--- src/rtl/wdg_pkg.sv ---
package wdg_pkg;

    localparam int ADDR_W = 6;

    // register byte offsets
    localparam logic [ADDR_W-1:0] OFS_LDLO  = 6'h00;
    localparam logic [ADDR_W-1:0] OFS_LDHI  = 6'h04;
    localparam logic [ADDR_W-1:0] OFS_CTRL  = 6'h08;
    localparam logic [ADDR_W-1:0] OFS_ICLR  = 6'h0C;
    localparam logic [ADDR_W-1:0] OFS_RAW   = 6'h10;
    localparam logic [ADDR_W-1:0] OFS_MASK  = 6'h14;
    localparam logic [ADDR_W-1:0] OFS_CNTLO = 6'h18;
    localparam logic [ADDR_W-1:0] OFS_CNTHI = 6'h1C;
    localparam logic [ADDR_W-1:0] OFS_LOCK  = 6'h20;
    localparam logic [ADDR_W-1:0] OFS_PRLO  = 6'h2C;
    localparam logic [ADDR_W-1:0] OFS_PRHI  = 6'h30;

    // control bit positions
    localparam int CB_IE = 0;
    localparam int CB_CE = 1;
    localparam int CB_NV = 2;
    localparam int CB_RE = 3;
    localparam int CTRL_W = 4;

    // status / clear bit positions
    localparam int SB_INT  = 0;
    localparam int SB_RST  = 3;
    localparam int SB_BUSY = 4;

    typedef enum logic [1:0] {
        WD_HALT  = 2'd0,
        WD_XFER  = 2'd1,
        WD_RUN   = 2'd2,
        WD_FIRED = 2'd3
    } wd_state_e;

endpackage

--- src/rtl/wdg_tick.sv ---
module wdg_tick #(
    parameter int DIV = 1526
) (
    input  logic clk,
    input  logic rst_n,
    output logic tick_o
);
    localparam int TW = (DIV > 1) ? $clog2(DIV) : 1;

    logic [TW-1:0] div_q;

    always_ff @(posedge clk or negedge rst_n) begin
        if (!rst_n) begin
            div_q <= '0;
        end else if (div_q == TW'(DIV - 1)) begin
            div_q <= '0;
        end else begin
            div_q <= div_q + 1'b1;
        end
    end

    always_comb begin
        tick_o = (div_q == TW'(DIV - 1));
    end

    generate
        if (DIV > 1) begin : g_gap_chk
            // ticks never come back to back when the divider is above one
            assert_tick_gap_R5: assert property (@(posedge clk) disable iff (!rst_n)
                tick_o |=> !tick_o);
        end
    endgenerate

endmodule

--- src/rtl/wdg_regs.sv ---
module wdg_regs
    import wdg_pkg::*;
#(
    parameter int               HALF_W     = 16,
    parameter logic [HALF_W-1:0] UNLOCK_KEY = 16'hE551
) (
    input  logic                  clk,
    input  logic                  rst_n,
    input  logic                  bus_sel,
    input  logic                  bus_wr,
    input  logic [ADDR_W-1:0]     bus_addr,
    input  logic [HALF_W-1:0]     bus_wdata,
    output logic [HALF_W-1:0]     bus_rdata,
    input  logic [2*HALF_W-1:0]   count_i,
    input  logic                  int_flag_i,
    input  logic                  rst_flag_i,
    input  logic                  busy_i,
    output logic [2*HALF_W-1:0]   load_val_o,
    output logic [2*HALF_W-1:0]   pre_val_o,
    output logic                  ie_o,
    output logic                  ce_o,
    output logic                  re_o,
    output logic                  mask_o,
    output logic                  load_strobe_o,
    output logic                  clr_int_o,
    output logic                  clr_rst_o
);
    localparam int VW = 2 * HALF_W;

    logic              unlocked_q;
    logic [VW-1:0]     load_q;
    logic [VW-1:0]     pre_q;
    logic [CTRL_W-1:0] ctrl_q;
    logic              mask_q;
    logic              wr_en;
    logic              accept;

    always_comb begin
        wr_en  = bus_sel && bus_wr;
        accept = wr_en && unlocked_q && (bus_addr != OFS_LOCK);
    end

    always_ff @(posedge clk or negedge rst_n) begin
        if (!rst_n) begin
            unlocked_q <= 1'b0;
            load_q     <= '0;
            pre_q      <= '0;
            ctrl_q     <= '0;
            mask_q     <= 1'b0;
        end else begin
            if (wr_en && bus_addr == OFS_LOCK) begin
                unlocked_q <= (bus_wdata == UNLOCK_KEY);
            end
            if (accept) begin
                unique case (bus_addr)
                    OFS_LDLO: load_q[HALF_W-1:0]  <= bus_wdata;
                    OFS_LDHI: load_q[VW-1:HALF_W] <= bus_wdata;
                    OFS_PRLO: pre_q[HALF_W-1:0]   <= bus_wdata;
                    OFS_PRHI: pre_q[VW-1:HALF_W]  <= bus_wdata;
                    OFS_CTRL: ctrl_q              <= bus_wdata[CTRL_W-1:0];
                    OFS_MASK: mask_q              <= bus_wdata[0];
                    default: ;
                endcase
            end
        end
    end

    always_comb begin
        load_strobe_o = accept && (bus_addr == OFS_LDLO || bus_addr == OFS_LDHI ||
                                   bus_addr == OFS_PRLO || bus_addr == OFS_PRHI);
        clr_int_o     = accept && (bus_addr == OFS_ICLR) && bus_wdata[SB_INT];
        clr_rst_o     = accept && (bus_addr == OFS_ICLR) && bus_wdata[SB_RST];
        load_val_o    = load_q;
        pre_val_o     = pre_q;
        ie_o          = ctrl_q[CB_IE];
        ce_o          = ctrl_q[CB_CE];
        re_o          = ctrl_q[CB_RE];
        mask_o        = mask_q;
    end

    always_comb begin
        bus_rdata = '0;
        unique case (bus_addr)
            OFS_LDLO:  bus_rdata = load_q[HALF_W-1:0];
            OFS_LDHI:  bus_rdata = load_q[VW-1:HALF_W];
            OFS_PRLO:  bus_rdata = pre_q[HALF_W-1:0];
            OFS_PRHI:  bus_rdata = pre_q[VW-1:HALF_W];
            OFS_CTRL:  bus_rdata[CTRL_W-1:0] = ctrl_q;
            OFS_MASK:  bus_rdata[0] = mask_q;
            OFS_CNTLO: bus_rdata = count_i[HALF_W-1:0];
            OFS_CNTHI: bus_rdata = count_i[VW-1:HALF_W];
            OFS_RAW: begin
                bus_rdata[SB_INT]  = int_flag_i;
                bus_rdata[SB_RST]  = rst_flag_i;
                bus_rdata[SB_BUSY] = busy_i;
            end
            default: bus_rdata = '0;
        endcase
    end

    // a locked block keeps its control and start value through writes
    assert_locked_ctrl_R2: assert property (@(posedge clk) disable iff (!rst_n)
        (wr_en && !unlocked_q && bus_addr != OFS_LOCK) |=> ($stable(ctrl_q) && $stable(load_q)));

    // a locked write never begins a reload
    assert_locked_no_load_R2: assert property (@(posedge clk) disable iff (!rst_n)
        (wr_en && !unlocked_q) |-> !load_strobe_o);

endmodule

--- src/rtl/wdg_core.sv ---
module wdg_core
    import wdg_pkg::*;
#(
    parameter int CW = 32
) (
    input  logic          clk,
    input  logic          rst_n,
    input  logic          tick_i,
    input  logic          load_strobe_i,
    input  logic [CW-1:0] load_val_i,
    input  logic [CW-1:0] pre_val_i,
    input  logic          cnt_en_i,
    input  logic          clr_int_i,
    input  logic          clr_rst_i,
    output logic [CW-1:0] count_o,
    output logic          int_flag_o,
    output logic          rst_flag_o,
    output logic          busy_o
);
    localparam int XFER_TICKS = 3;
    localparam int XW = $clog2(XFER_TICKS + 1);

    wd_state_e     st_q, st_d;
    logic [XW-1:0] xfer_q;
    logic [CW-1:0] cnt_q;
    logic          int_q;
    logic          rst_q;
    logic          xfer_done;
    logic          dec;
    logic [CW-1:0] cnt_m1;
    logic          int_set;
    logic          rst_set;

    always_comb begin
        xfer_done = (st_q == WD_XFER) && tick_i && (xfer_q == XW'(XFER_TICKS - 1)) && !load_strobe_i;
        dec       = (st_q == WD_RUN) && cnt_en_i && tick_i && !load_strobe_i;
        cnt_m1    = cnt_q - 1'b1;
        int_set   = dec && (cnt_q != '0) && (cnt_m1 == pre_val_i);
        rst_set   = dec && (cnt_q <= CW'(1));
    end

    // next-state decision
    always_comb begin
        st_d = st_q;
        unique case (st_q)
            WD_HALT:  if (cnt_en_i) st_d = WD_RUN;
            WD_XFER:  if (xfer_done) st_d = cnt_en_i ? WD_RUN : WD_HALT;
            WD_RUN: begin
                if (!cnt_en_i)    st_d = WD_HALT;
                else if (rst_set) st_d = WD_FIRED;
            end
            WD_FIRED: if (!cnt_en_i) st_d = WD_HALT;
        endcase
        if (load_strobe_i) st_d = WD_XFER;
    end

    // state register and datapath
    always_ff @(posedge clk or negedge rst_n) begin
        if (!rst_n) begin
            st_q   <= WD_HALT;
            xfer_q <= '0;
            cnt_q  <= '0;
            int_q  <= 1'b0;
            rst_q  <= 1'b0;
        end else begin
            st_q <= st_d;
            if (load_strobe_i) begin
                xfer_q <= '0;
            end else if (st_q == WD_XFER && tick_i) begin
                xfer_q <= xfer_q + 1'b1;
            end
            if (xfer_done) begin
                cnt_q <= load_val_i;
            end else if (dec && cnt_q != '0) begin
                cnt_q <= cnt_m1;
            end
            int_q <= int_set | (int_q & ~clr_int_i);
            rst_q <= rst_set | (rst_q & ~clr_rst_i);
        end
    end

    // outputs
    always_comb begin
        busy_o     = (st_q == WD_XFER);
        count_o    = cnt_q;
        int_flag_o = int_q;
        rst_flag_o = rst_q;
    end

    // the busy flag falls exactly when the start value lands in the counter
    assert_reload_value_R4: assert property (@(posedge clk) disable iff (!rst_n)
        $fell(busy_o) |-> (count_o == load_val_i));

    // each tick in the running state takes exactly one off the count
    assert_step_R5: assert property (@(posedge clk) disable iff (!rst_n)
        (dec && count_o != '0) |=> (count_o == CW'($past(count_o) - 1'b1)));

    // the warning flag appears with the count at the threshold
    assert_pre_match_R6: assert property (@(posedge clk) disable iff (!rst_n)
        $rose(int_flag_o) |-> (count_o == pre_val_i));

    // the expiry flag appears only with the count at zero
    assert_zero_fire_R7: assert property (@(posedge clk) disable iff (!rst_n)
        $rose(rst_flag_o) |-> (count_o == '0));

endmodule

--- src/rtl/wdog_lockable.sv ---
module wdog_lockable
    import wdg_pkg::*;
#(
    parameter int                TICK_DIV   = 1526,
    parameter int                HALF_W     = 16,
    parameter logic [HALF_W-1:0] UNLOCK_KEY = 16'hE551
) (
    input  logic              clk,
    input  logic              rst_n,
    input  logic              bus_sel,
    input  logic              bus_wr,
    input  logic [ADDR_W-1:0] bus_addr,
    input  logic [HALF_W-1:0] bus_wdata,
    output logic [HALF_W-1:0] bus_rdata,
    output logic              irq_o,
    output logic              rst_req_o
);
    localparam int CW = 2 * HALF_W;

    logic          tick;
    logic [CW-1:0] count;
    logic [CW-1:0] load_val;
    logic [CW-1:0] pre_val;
    logic          int_flag, rst_flag, busy;
    logic          ie, ce, re, mask;
    logic          load_strobe, clr_int, clr_rst;

    wdg_tick #(.DIV(TICK_DIV)) tick_i (
        .clk    (clk),
        .rst_n  (rst_n),
        .tick_o (tick)
    );

    wdg_regs #(.HALF_W(HALF_W), .UNLOCK_KEY(UNLOCK_KEY)) regs_i (
        .clk           (clk),
        .rst_n         (rst_n),
        .bus_sel       (bus_sel),
        .bus_wr        (bus_wr),
        .bus_addr      (bus_addr),
        .bus_wdata     (bus_wdata),
        .bus_rdata     (bus_rdata),
        .count_i       (count),
        .int_flag_i    (int_flag),
        .rst_flag_i    (rst_flag),
        .busy_i        (busy),
        .load_val_o    (load_val),
        .pre_val_o     (pre_val),
        .ie_o          (ie),
        .ce_o          (ce),
        .re_o          (re),
        .mask_o        (mask),
        .load_strobe_o (load_strobe),
        .clr_int_o     (clr_int),
        .clr_rst_o     (clr_rst)
    );

    wdg_core #(.CW(CW)) core_i (
        .clk           (clk),
        .rst_n         (rst_n),
        .tick_i        (tick),
        .load_strobe_i (load_strobe),
        .load_val_i    (load_val),
        .pre_val_i     (pre_val),
        .cnt_en_i      (ce),
        .clr_int_i     (clr_int),
        .clr_rst_i     (clr_rst),
        .count_o       (count),
        .int_flag_o    (int_flag),
        .rst_flag_o    (rst_flag),
        .busy_o        (busy)
    );

    always_comb begin
        irq_o     = int_flag & ie & ~mask;
        rst_req_o = rst_flag & re;
    end

    // a clear request on the warning flag leaves it low on the next cycle unless the same edge set it again
    assert_clear_int_R8: assert property (@(posedge clk) disable iff (!rst_n)
        (clr_int && !(tick && ce)) |=> !int_flag);

endmodule

--- config.mk ---
export PLATFORM = sky130hd
export DESIGN_NAME = wdog_lockable
export DESIGN_NICKNAME = d
export VERILOG_FILES = /design/src/rtl/wdg_pkg.sv /design/src/rtl/wdg_tick.sv /design/src/rtl/wdg_regs.sv /design/src/rtl/wdg_core.sv /design/src/rtl/wdog_lockable.sv
export SDC_FILE = /design/constraint.sdc
export NUM_CORES = 1
export LEC_CHECK = 0
export BUFFER_PORTS_ARGS = -buffer_cell sky130_fd_sc_hd__buf_2
export CAP_MARGIN = 20
export CORE_MARGIN = 8
export CORE_UTILIZATION = 40
export CTS_CLUSTER_DIAMETER = 40
export DETAILED_ROUTE_END_ITERATION = 16
export PLACE_DENSITY = 0.53
export SLEW_MARGIN = 10
export SYNTH_ARGS = -nofsm -noshare
export SYNTH_HDL_FRONTEND = slang
export SYNTH_HIERARCHICAL = 1
export SYNTH_SLANG_ARGS = --single-unit
--- constraint.sdc ---
create_clock -name clk -period 3.7 [get_ports clk]
set_input_delay 0.74 -clock clk [delete_from_list [all_inputs] [get_ports clk]]
set_output_delay 0.74 -clock clk [all_outputs]
set_load 0.02 [all_outputs]
==> run_results.csv <==
group,metric,value,unit
clock_network,cts.sinks,119,
die,coreArea,17840,um^2
setup_path,rr_startpoint,"core_i/count_o[0]",
yosys,synth_flop_cell,"dfrtp_1",
sta,drv_slew,0,
yosys,synth_top_family_by_area,"simple AND/OR/NAND/NOR gates",
setup_path,rrSetupSlack,0.28,ns
yosys,ys_seq_area_share,41.20,%
placement,place_ws,0.2126,ns
yosys,avgSynthCellArea,10.36,um^2
clock_network,postCtsSetupBuffers,0,
routing,postRouteAntennaNets,0,
clock_network,clock_latency,0.42,ns
power,sw_frac_of_total,22.70,%
final_layout,layout.nets,782,
global_routing,antenna_found_initial,0,
yosys,synth_seq_cells,119,
sta,setup_ws,0.2511,ns
setup_path,crit_type,"input pin to output port",
final_layout,final_util,47.04,%
setup_path,critPathMaxFanout,15,
power,internal-power,0.002348,W
global_routing,grtUsageTotal,21.48,%
clock_network,cts-htree-levels,4,
setup_path,critPathTopFamily,"simple AND/OR/NAND/NOR gates",
yosys,syn_area,7228,um^2
power,powerDensity,361.8,nW/um^2
setup_path,startpoint_type,"input pin",
outcome,status,"complete, no violations",
final_layout,finalInstanceArea,8393,um^2
yosys,synth_cells,698,
sta,setup_viol,0,
yosys,synth_compound_area_share,15.06,%
routing,routed_via_density,6.097,
clock_network,clk_pin_slew,0.06,ns
clock_network,cts_root_buf,"clkbuf_16",
routing,num_vias,6054,
die,rows,49,
routing,drtPass1Iterations,7,
power,ir_drop,0.3021,mV
yosys,ys_types,74,
sta,rsz0062_at_grt,"false",
job,drv_cap,0,
power,cellLeakagePower,3.912,nW
setup_path,path_buf_inv,3,
routing,drcViolationCount,0,
global_routing,first_global_vias,6106,
setup_path,critPathArrivalTime,2.71,ns
routing,drt-total-wl,23450,um
routing,drt_iter0_drc,584,
yosys,synth-adder-area-share,0.8655,%
setup_path,end_kind,"output port",
yosys,ys_warn_count,6,
power,combPwrFrac,3.1,%
setup_path,worstPathCellList,"buf_2 -> or4b_2 -> nor2_4 -> buf_4 -> a22oi_1 -> nand3_1 -> buf_2",
final_layout,antenna_cells,0,
setup_path,cp_slowest_cell,"or4b_2",
yosys,yosys.area_share.simple,20.74,%
clock_network,ctsResizeCount,0,
yosys,syn_nets,729,
yosys,async_flop_share,100.0,%
setup_path,cp_num_cells,7,
sta,hold_ws,0.3079,ns
placement,gp_congestion,0.8624,
die,die_area,22630,um^2
die,die-width,150.4,um
worst_hold_path,min_path_type,"input pin to asynchronous set/reset pin",
die,start_util,40.51,%
clock_network,cts_tree,"yes",
placement,placed_area,7809,um^2
sta,maxSlewHeadroom,45.79,%
routing,routedWlPerCell,23.61,um
die,die_h,150.4,um
setup_path,required,2.96,ns
clock_network,cts_hold_repair.buffers,0,
power,power.net_switching,0.0006892,W
sta,max_freq,290.0,MHz
sta,finalSetupTns,0,ns
clock_network,clockBufferDepth,2,
final_layout,drive_gt1_share,26.57,%
power,pwr-share-clk,54.1,%
sta,fin_crit_sh,93.21,%
yosys,synthXorXnorAreaFrac,6.907,%
clock_network,cts_buffers,17,
placement,dp_hpwl,16530,um
die,io_pins,44,
setup_path,max_stage_delay,0.74,ns
power,pwr-share-seq,42.9,%
sta,hold_viol_final,0,
yosys,synth-edff-count,0,
global_routing,grt_max_degree,80,
setup_path,crit_top_cell,"buf_2",
final_layout,area_delta_synth_final,16.12,%
setup_path,reg2regPathDepth,9,
placement,port_buffers,43,
global_routing,grt_pass1_wl,36760,um
yosys,synthMuxAreaShare,12.39,%
setup_path,reg2reg_to,"core_i/int_flag_o",
sta,fin_skew,0.008894,ns
final_layout,fillers,1678,
sta,period_needed,3.449,ns
sta,worst_pin_slew,0.8132,ns
global_routing,globalRoute.totalOverflow,0,
==> power by group through the flow <==
stage	Combinational [W]	Clock, W	Sequential (W)
after CTS	0.0000939	0.00168	0.00130
after floorplan	0.0000222	0	0.00133
after detailed placement	0.0000932	0	0.00133
final	0.0000927	0.00164	0.00130
after global routing	0.000102	0.00173	0.00130
after global placement	0.0000915	0	0.00133
==> placed cells by master (no fill, tap or decap), types with 17 or more instances in the layout <==
cell and n:
nand2_1 45, clkbuf_16 17, dfrtp_1 119, buf_4 26, nor3_1 26, mux2_2 60
xor2_1 21, o21ai_0 30, a221o_1 19, nand3_1 34, buf_2 42, xnor2_1 36
nor2_1 37, a22oi_1 44
==> state kept, by name, summed over array words and instances, names as in the netlist <==
name / count
core_i/count_o: 32
regs_i/load_val_o: 32
regs_i/pre_val_o: 32
tick_i/div_q: 11
regs_i/ctrl_q: 4
core_i/st_q: 2
core_i/xfer_q: 2
core_i/int_flag_o: 1
core_i/rst_flag_o: 1
regs_i/mask_o: 1
regs_i/unlocked_q: 1
==> cell families after synthesis <==
family                   Yosys count
flip-flops                       119
AND/OR/NAND/NOR                  247
buffers and inverters             45
XOR/XNOR                          57
adder cells (fa/ha/maj)            5
multiplexers                      77
AO/OA/AOI/OAI                    148
==> routing by layer <==
metal | vias to the layer above | track usage (%) | part of all wire [%]
met3 | 41 | 4.268 | 5.5
met2 | 197 | 32.11 | 45
met1 | 3061 | 30.28 | 47
met5 | - | 0 | 0
met4 | 0 | 7.546 | 2.2
li1 | 2755 | - | -
==> per-stage QoR <==
stage | std cells | total power (W)
4_1_cts | 993 | 0.003073
5_1_grt | 993 | 0.003137
3_3_place_gp | 961 | 0.001417
2_1_floorplan | 698 | 0.001348
3_5_place_dp | 961 | 0.001418
6_report | 993 | 0.003037
==> worst register-to-register path: cells and delay by family (launching register included) <==
family | cells | cell delay [ns]
and+or+nand+nor | 3 | 1.25
AOI/OAI and AO/OA | 4 | 1.00
DFF | 1 | 0.48
adders and majority gates | 1 | 0.38
buffers and inverters | 1 | 0.17
==> how the worst max path moves through the flow <==
stage | from | endpoint | slack [ns]
final | bus_addr[5] | bus_rdata[12] | 0.25
after global routing | core_i/count_o[0] | core_i/int_flag_o | 0.13
after CTS | bus_addr[5] | bus_rdata[12] | 0.28
after detailed placement | bus_addr[3] | core_i/count_o[29] | 0.21
after global placement | bus_addr[5] | bus_rdata[12] | 0.28
after floorplan | bus_addr[2] | core_i/count_o[30] | 0.44
==> cell usage after synthesis (3+ instances only) <==
cell type | instances | share of area (%)
nor4_1 | 11 | 0.95
or2_2 | 3 | 0.26
inv_1 | 9 | 0.47
and2_1 | 4 | 0.35
nor2b_1 | 6 | 0.52
o21ai_0 | 30 | 2.1
nor3_4 | 3 | 0.68
mux2_2 | 60 | 9.3
a22o_1 | 3 | 0.36
mux2_4 | 10 | 2.1
xor2_1 | 21 | 2.5
nor4_4 | 3 | 0.88
nand3b_1 | 3 | 0.31
or4_4 | 5 | 0.78
a31oi_1 | 3 | 0.26
a32oi_1 | 3 | 0.36
or3_1 | 11 | 0.95
o311ai_0 | 4 | 0.48
buf_2 | 8 | 0.55
clkbuf_1 | 22 | 1.1
dfrtp_1 | 119 | 41
nor3b_1 | 4 | 0.42
a21oi_1 | 12 | 0.83
nand2b_1 | 8 | 0.69
o211ai_1 | 7 | 0.73
and3_1 | 4 | 0.35
nand2_1 | 45 | 2.3
buf_4 | 3 | 0.31
a221o_1 | 19 | 2.6
nand3_1 | 34 | 2.4
mux2i_1 | 7 | 0.97
nor3_1 | 26 | 1.8
xnor2_1 | 36 | 4.4
or4_1 | 5 | 0.52
ha_1 | 5 | 0.87
nand4_1 | 8 | 0.69
nor2_1 | 38 | 2.0
a22oi_1 | 44 | 4.6
==> final cells by class <==
class,count,area (um^2),area share [%]
timing repair buffer,70,445.4,5.307
clock inverter,12,127.6,1.521
sequential,119,2978,35.48
tap,229,286.5,3.414
clock buffer,20,456.7,5.441
multi-input combinational,534,4065,48.43
inverter,9,33.78,0.4025
No activity file was read; power rests on OpenSTA's default activity.
